--- config.mk ---
export PLATFORM = sky130hd
export DESIGN_NAME = cam16_lru
export DESIGN_NICKNAME = d
export VERILOG_FILES = /design/src/rtl/cam_pkg.sv /design/src/rtl/cam_match.sv /design/src/rtl/cam_lru_order.sv /design/src/rtl/cam_victim.sv /design/src/rtl/cam16_lru.sv
export SDC_FILE = /design/constraint.sdc
export NUM_CORES = 2
export LEC_CHECK = 0
export BUFFER_PORTS_ARGS = -buffer_cell sky130_fd_sc_hd__buf_2
export CAP_MARGIN = 20
export CORE_ASPECT_RATIO = 0.5
export CORE_MARGIN = 3
export CORE_UTILIZATION = 50
export DETAILED_ROUTE_END_ITERATION = 12
export GPL_TIMING_DRIVEN = 0
export HOLD_SLACK_MARGIN = 0.12
export PLACE_DENSITY = 0.62
export SLEW_MARGIN = 10
export SYNTH_ARGS = -nofsm -noshare
export SYNTH_HDL_FRONTEND = slang
export SYNTH_SLANG_ARGS = --single-unit
--- constraint.sdc ---
create_clock -name clk -period 13.5 [get_ports clk]
set_input_delay 2.025 -clock clk [delete_from_list [all_inputs] [get_ports clk]]
set_output_delay 2.025 -clock clk [all_outputs]
set_load 0.02 [all_outputs]
--- src/rtl/cam_pkg.sv ---
package cam_pkg;
    parameter int unsigned CAM_DEF_ENTRIES = 16;
    parameter int unsigned CAM_DEF_TAG_W   = 32;
    parameter int unsigned CAM_DEF_STAT_W  = 4;
endpackage

--- src/rtl/cam_match.sv ---
// Parallel key compare with lowest-index priority.
module cam_match #(
    parameter int unsigned ENTRIES = 16,
    parameter int unsigned TAG_W   = 32,
    localparam int unsigned IDX_W  = $clog2(ENTRIES)
) (
    input  logic [TAG_W-1:0]                key,
    input  logic [ENTRIES-1:0][TAG_W-1:0]   tags,
    input  logic [ENTRIES-1:0]              vld,
    output logic                            hit,
    output logic [IDX_W-1:0]                idx
);
    logic [ENTRIES-1:0] eq;

    for (genvar g = 0; g < ENTRIES; g++) begin : g_cmp
        assign eq[g] = vld[g] && (tags[g] == key);
    end

    always_comb begin
        hit = |eq;
        idx = '0;
        for (int i = ENTRIES - 1; i >= 0; i--) begin
            if (eq[i]) idx = IDX_W'(i);
        end
    end
endmodule

--- src/rtl/cam_lru_order.sv ---
// Next usage order after moving one slot to the newest position.
// Position 0 holds the oldest slot number.
module cam_lru_order #(
    parameter int unsigned ENTRIES = 16,
    localparam int unsigned IDX_W  = $clog2(ENTRIES)
) (
    input  logic [ENTRIES-1:0][IDX_W-1:0] ord_q,
    input  logic [IDX_W-1:0]              touch_idx,
    output logic [ENTRIES-1:0][IDX_W-1:0] ord_d
);
    logic [ENTRIES-1:0] at_or_above;

    always_comb begin
        logic seen;
        seen = 1'b0;
        for (int i = 0; i < ENTRIES; i++) begin
            seen = seen | (ord_q[i] == touch_idx);
            at_or_above[i] = seen;
        end
        for (int i = 0; i < ENTRIES - 1; i++) begin
            ord_d[i] = at_or_above[i] ? ord_q[i+1] : ord_q[i];
        end
        ord_d[ENTRIES-1] = touch_idx;
    end
endmodule

--- src/rtl/cam_victim.sv ---
// Oldest unlocked slot in the usage order.
module cam_victim #(
    parameter int unsigned ENTRIES = 16,
    localparam int unsigned IDX_W  = $clog2(ENTRIES)
) (
    input  logic [ENTRIES-1:0][IDX_W-1:0] ord_q,
    input  logic [ENTRIES-1:0]            lock,
    output logic [IDX_W-1:0]              victim,
    output logic                          none
);
    always_comb begin
        victim = '0;
        none   = &lock;
        for (int i = ENTRIES - 1; i >= 0; i--) begin
            if (!lock[ord_q[i]]) victim = ord_q[i];
        end
    end
endmodule

--- src/rtl/cam16_lru.sv ---
module cam16_lru #(
    parameter int unsigned ENTRIES = cam_pkg::CAM_DEF_ENTRIES,
    parameter int unsigned TAG_W   = cam_pkg::CAM_DEF_TAG_W,
    parameter int unsigned STAT_W  = cam_pkg::CAM_DEF_STAT_W,
    localparam int unsigned IDX_W  = $clog2(ENTRIES)
) (
    input  logic              clk,
    input  logic              rst_n,
    input  logic              lk_valid,
    input  logic [TAG_W-1:0]  lk_key,
    input  logic              wr_valid,
    input  logic [IDX_W-1:0]  wr_idx,
    input  logic [TAG_W-1:0]  wr_tag,
    input  logic [STAT_W-1:0] wr_status,
    input  logic              lock_en,
    input  logic [IDX_W-1:0]  lock_idx,
    input  logic              lock_val,
    output logic              res_valid,
    output logic              res_hit,
    output logic [IDX_W-1:0]  res_idx,
    output logic [STAT_W-1:0] res_status,
    output logic              res_novictim
);
    typedef struct packed {
        logic [ENTRIES-1:0][TAG_W-1:0]  tag;
        logic [ENTRIES-1:0][STAT_W-1:0] stat;
        logic [ENTRIES-1:0]             vld;
        logic [ENTRIES-1:0]             lock;
        logic [ENTRIES-1:0][IDX_W-1:0]  ord;
        logic                           r_valid;
        logic                           r_hit;
        logic                           r_nov;
        logic [IDX_W-1:0]               r_idx;
        logic [STAT_W-1:0]              r_stat;
    } state_t;

    function automatic state_t reset_state();
        state_t s;
        s = '0;
        for (int i = 0; i < ENTRIES; i++) s.ord[i] = IDX_W'(i);
        return s;
    endfunction

    state_t s_d, s_q;

    logic              m_hit;
    logic [IDX_W-1:0]  m_idx;
    logic [IDX_W-1:0]  vic_idx;
    logic              vic_none;
    logic [IDX_W-1:0]  touch_idx;
    logic [ENTRIES-1:0][IDX_W-1:0] ord_touched;

    cam_match #(.ENTRIES(ENTRIES), .TAG_W(TAG_W)) u_match (
        .key  (lk_key),
        .tags (s_q.tag),
        .vld  (s_q.vld),
        .hit  (m_hit),
        .idx  (m_idx)
    );

    cam_victim #(.ENTRIES(ENTRIES)) u_victim (
        .ord_q  (s_q.ord),
        .lock   (s_q.lock),
        .victim (vic_idx),
        .none   (vic_none)
    );

    assign touch_idx = wr_valid ? wr_idx : m_idx;

    cam_lru_order #(.ENTRIES(ENTRIES)) u_order (
        .ord_q     (s_q.ord),
        .touch_idx (touch_idx),
        .ord_d     (ord_touched)
    );

    always_comb begin
        s_d = s_q;

        s_d.r_valid = lk_valid;
        s_d.r_hit   = 1'b0;
        s_d.r_nov   = 1'b0;
        s_d.r_idx   = '0;
        s_d.r_stat  = '0;
        if (lk_valid) begin
            if (m_hit) begin
                s_d.r_hit  = 1'b1;
                s_d.r_idx  = m_idx;
                s_d.r_stat = s_q.stat[m_idx];
            end else begin
                s_d.r_idx  = vic_none ? '0 : vic_idx;
                s_d.r_nov  = vic_none;
            end
        end

        if (wr_valid) begin
            s_d.tag[wr_idx]  = wr_tag;
            s_d.stat[wr_idx] = wr_status;
            s_d.vld[wr_idx]  = 1'b1;
        end

        if (lock_en) s_d.lock[lock_idx] = lock_val;

        if (wr_valid || (lk_valid && m_hit)) s_d.ord = ord_touched;
    end

    always_ff @(posedge clk) begin
        if (!rst_n) s_q <= reset_state();
        else        s_q <= s_d;
    end

    assign res_valid    = s_q.r_valid;
    assign res_hit      = s_q.r_hit;
    assign res_idx      = s_q.r_idx;
    assign res_status   = s_q.r_stat;
    assign res_novictim = s_q.r_nov;
endmodule

[After elaboration in Yosys (flattened, before gate mapping)]
Cells that the tools add are included.
Storage, ports and cells
  bits in registers: 683
  word-level logic and storage cells: 245
Operators by class
  order comparisons: 21
  equal/unequal tests: 31
  multiplexer cells: 81
  bitwise gates (word level): 17
  reduce and logical (&&, ||, !) cells: 40
Operators by type and width (number)
  bitwise mux 512 bit: 1
  == test 32 bit: 16
  2-to-1 mux 4 bit: 37
  demux 32 bit (select 4 bit): 1
  less-than comparator 4 x 5 -> 1 bit (second input constant): 19
  binary-select mux 1 bit (select 4 bit): 16
  bitwise mux 64 bit: 1
  == test 4 bit: 15
  2-to-1 mux 32 bit: 1
  AND reduction 2 bit: 16
  logical AND 1 bit: 19
  2-to-1 mux 1 bit: 19
  OR reduction 18 bit: 1
  binary-select mux 4 bit (select 4 bit): 1
  bitwise mux 16 bit: 1
  demux 4 bit (select 4 bit): 1
  bitwise OR 16 bit: 1
  AND reduction 16 bit: 1
  OR reduction 16 bit: 1
  bitwise OR 1 bit: 14
  demux 1 bit (select 4 bit): 2
  greater-or-equal comparator 4 x 1 -> 1 bit (second input constant): 2
  AND reduction 3 bit: 1
  NOT 1 bit: 2
  logical OR 1 bit: 1

[Depth between registers and ports, before layout]
  depth in word-level cells: 35
  gate-level depth with buffers: 17

[Hierarchy]
Synthesis repeated with hierarchy kept, for this count alone.
Second synthesis, totals
  cell total of the unflattened synthesis: 4488
  area, all modules: 37786.2 µm²
By module, submodules not included
  cam16_lru: times used 1, cells each 3207, area an instance 26492.9 µm²
  cam_match: times used 1, cells each 792, area an instance 6238.5 µm²
  cam_victim: times used 1, cells each 313, area an instance 3385.7 µm²
  cam_lru_order: times used 1, cells each 176, area an instance 1669.1 µm²

[Least setup slack after synthesis]
Ideal clock, no wire load.
  path kind: input to register
  start: in lk_key[4]
  end: reg s_q[67] (netlist name)
  library setup time: 72 ps
  arrival: 5835 ps
  required time: 13428 ps
  path slack: 7594 ps
  cell stages on the path: 16
  path through: buf_2 buf_2 xnor2_1 nor4b_1 nand4_1 or4_1 a211oi_1 o221ai_2 a21boi_2 buf_6 xor2_2 a2111oi_0 o22ai_1 a31oi_4 or2_1 mux2i_1
On the way
  longest elaborated chain between the ends: 35
  elaborated cells on any way between the ends: 82
  those cells by class: 31 x eq/ne; 17 x mux; 14 x bitwise; 20 x reduce/logical
Ends and longest elaborated chain
  start, declared: line cam16_lru.sv:10  | input logic [TAG_W-1:0] lk_key,
  == test 32 bit: line cam_match.sv:16  | assign eq[g] = vld[g] && (tags[g] == key);
  logical AND 1 bit: line cam_match.sv:16
  2-to-1 mux 4 bit (16 in a row): line cam_match.sv:23  | if (eq[i]) idx = IDX_W'(i);
  2-to-1 mux 4 bit: line cam16_lru.sv:68  | assign touch_idx = wr_valid ? wr_idx : m_idx;
  == test 4 bit: line cam_lru_order.sv:17  | seen = seen | (ord_q[i] == touch_idx);
  bitwise OR 1 bit (14 in a row): line cam_lru_order.sv:17
  AND reduction 2 bit (no source line) *
  end signal, assigned: line cam16_lru.sv:107  | if (!rst_n) s_q <= reset_state();
  end, declared: line cam16_lru.sv:44  | state_t s_d, s_q;
Mark *: on every way between the ends. The rest lies on a longest branch, timed or not.
A chain may end at the register's enable or synchronous reset.

[Worst setup path after layout]
  start: in lk_key[20]
  end: reg s_q[68] (netlist name)
Same word-level chain as after synthesis.

==> qor.csv <==
stage,metric,value,unit
floorplan,die-area,78800,um2
pwr,power_frac_seq,0.437,
worst_setup_path,path_max_fanout,10,
sta,fin_skew,0.0201,ns
job,cap_violations,0,
pwr,peakVddDrop,0.0861,mV
worst_setup_path,crit_family,compound AO/OA/AOI/OAI gates,
worst_setup_path,cpPeakStageDelay,1.04,ns
clock_network,cts_resized,0,
logic_synthesis,synth_async_sr_flop_share,0,
sta,setup_tns,0,ns
worst_setup_path,slowest_stage,nor4_1,
route,viasPerCell,6.12,
pwr,swShare,0.297,
route,drc,0,
grt,grt_start_max_net_pins,15,
grt,gr-total-overflow,0,
sta,fmax,121,MHz
clock_network,cts.sinks,683,
final_layout,final_util,0.565,
final_layout,layout-drive-gt1-share,0.0807,
placed_design,hpwl,114000,um
logic_synthesis,syn-cell-area,37600,um2
pwr,internal_power,3360,uW
clock_network,clk_path_buf_depth,3,
floorplan,rows,70,
clock_network,cts_hold_buf,0,
logic_synthesis,syn_nets,4649,
worst_setup_path,criticalPathCategory,in -> reg,
grt,grt_use_met2,0.603,
route,wl_per_cell,28.1,um
hold_path,hp-class,reg -> reg,
placed_design,placedCellCount,5627,
grt,use_met3,0.102,
placed_design,gp_congestion,0.990,
sta,drv_slew,0,
sta,hold_viol_final,0,
floorplan,core_area,73800,um2
logic_synthesis,yosysWarnings,0,
sta,finalSetupViolations,0,
pwr,combPwrFrac,0.146,
floorplan,initial_utilization,0.510,
logic_synthesis,synth_edf_count,0,
logic_synthesis,synth_cells,4567,
final_layout,syn_to_final_growth,10.9,%
worst_setup_path,start_kind,input port,
clock_network,clkLatencyLatePin,0.66,ns
route,vias,35200,
logic_synthesis,synth-seq-cells,683,
grt,gr-max-usage-layer,met2,
grt,grt_util_met1,0.535,
grt,first_global_vias,32600,
worst_setup_path,cp-end-kind,flop,
floorplan,fp.dieH,200,um
worst_setup_path,worstPathCellList,buf_2 -> buf_2 -> xor2_1 -> nor4_1 -> nand4_1 -> nor4_1 -> o211ai_1 -> o211a_2 -> o41ai_4 -> xor2_1 -> or4_1 -> o311a_1 -> a31oi_4 -> or2_1 -> o211ai_1,
logic_synthesis,synth_top_area_cell,dfxtp_1,
logic_synthesis,ys_seq_area_frac,0.363,
logic_synthesis,yosys-top-cells-count,"nand2_1, dfxtp_1, a21boi_0, xor2_1, clkbuf_1",
clock_network,cts_buffers,68,
route,drtIter0Drc,4239,
grt,grt_util_all_layers,0.400,
pwr,switchingPower,1420,uW
clock_network,htreeDepth,3,
logic_synthesis,synth.avg_cell_area,8.24,um2
clock_network,root_buffer,clkbuf_16,
sta,rsz0062_at_grt,no,
worst_setup_path,reg2reg_setup_slack,7.47,ns
logic_synthesis,synthTopCellsByArea,"dfxtp_1, nand2_1, a21boi_0, xor2_1, mux4_2",
grt,grt_pass1_wl,228000,um
route,postRouteWirelength,162000,um
final_layout,stdcell_count,5755,
floorplan,io_pins,93,
worst_setup_path,arrival,8.72,ns
placed_design,io_buffers,21,
pwr,power_density,115,nW/um2
logic_synthesis,synth.most_common_cell,nand2_1,
pwr,p_leak,0.0147,uW
run_status,status,"complete, no violations",
placed_design,place_area,39500,um2
final_layout,finalInstanceArea,41800,um2
clock_network,post_cts_buffers,0,
logic_synthesis,synth.distinct_cells,80,
grt,antenna_found_initial,4,
sta,hold_ws,0.461,ns
pwr,clkPwrFrac,0.416,
route,dr.pass1.iters,6,
sta,period_share,0.610,
final_layout,final_nets,4776,
worst_setup_path,critPathBufInv,2,
floorplan,die_x,394,um
final_layout,n_fill_cell,6986,
sta,post-route-min-period,8.24,ns
route,ant_nets,0,
clock_network,cts_tree,done,
logic_synthesis,synth_ff_type,dfxtp_1,
clock_network,cts.clk_slew.worst_paths,0.07,ns
sta,worst_pin_slew,1.24,ns
sta,slew-limit-headroom,0.166,
worst_setup_path,worstPathRequired,13.98,ns
logic_synthesis,synth_top_area_frac,0.363,
## power by group through the flow
| stage | combinational [uW] | sequential, uW | clock (uW) |
|---|---|---|---|
| global route | 728 | 2090 | 2070 |
| finish | 700 | 2090 | 1990 |
| detailed placement | 673 | 2130 | 0 |
| CTS | 676 | 2090 | 1990 |
| global placement | 659 | 2130 | 0 |
| floorplan | 429 | 2130 | 0 |
## stage by stage
step           total power, uW  worst slack [ns]
2_1_floorplan             2550              7.59
3_3_place_gp              2790              4.91
3_5_place_dp              2810              5.19
4_1_cts                   4760              5.87
5_1_grt                   4890              5.40
6_report                  4780              5.26
## worst reg2reg max path, stage by stage, from the launching register on
cell and delay, ns:
dfxtp_1 0.32, xor2_1 0.17, nor4_1 0.49, nand4_1 0.18, nor4_1 1.04, o211ai_1 0.65, o211a_2 0.49, o41ai_4 0.71
xor2_1 0.13, or4_1 0.59, o311a_1 0.27, a31oi_4 0.45, or2_1 0.25, o211ai_1 0.11
## path summary, 6_finish.rpt
kind                         start                     to  cells past startpoint
max reg2reg  s_q[541]$_SDFFE_PN0P_   s_q[68]$_SDFFE_PN1P_                     13
min          s_q[153]$_SDFFE_PN0P_  s_q[153]$_SDFFE_PN0P_                      2
min reg2reg  s_q[153]$_SDFFE_PN0P_  s_q[153]$_SDFFE_PN0P_                      2
max                     lk_key[20]   s_q[68]$_SDFFE_PN1P_                     15
## layout make-up
type	instances	area, um2	area share
plain buffers	406	1730	0.0415
diodes	3	7.51	0.000180
well taps	1008	1260	0.0302
repair buffers	57	529	0.0127
clock inverters	24	245	0.00587
flip-flops and latches	683	13700	0.327
inverters	17	63.8	0.00153
clock buffers	96	1970	0.0471
multi-input cells	3461	22300	0.533
## state kept, by name, indices dropped and copies added, names as in the netlist
name,cells
res_status,4
res_hit,1
res_idx,4
res_novictim,1
res_valid,1
s_q,672
## cells by family after synthesis
kind of cell,share of synthesized area
compound gates,0.156
xor+xnor,0.128
buf+inv,0.0474
flops,0.363
mux,0.0752
simple gates,0.230
## routing by layer
metal	wire length (um)	up-vias
li1	-	15700
met1	66200	17000
met2	67800	2027
met3	18900	439
met4	8630	4
met5	23	-
## layout by cell type (no fill, tap or decap), types with 15 or more instances in the layout
master and count:
nand2_1 1283, dfxtp_1 683, a21boi_0 586, xor2_1 405, clkbuf_1 315, nor4_1 164, xnor2_1 142, mux2i_1 114
nor2_1 80, buf_2 72, nand4_1 71, clkbuf_16 69, mux4_2 66, nor2b_1 65, nand3_1 48, o21ai_0 44
nor3_1 43, a21oi_1 41, buf_4 38, nand2b_1 32, a211oi_1 27, nand4b_1 22, o21a_1 18, mux2_2 18
inv_1 17, nor4b_1 17, and3_1 16, buf_8 16, or4_1 15, o211ai_1 15
(Power assumes the default switching activity.)
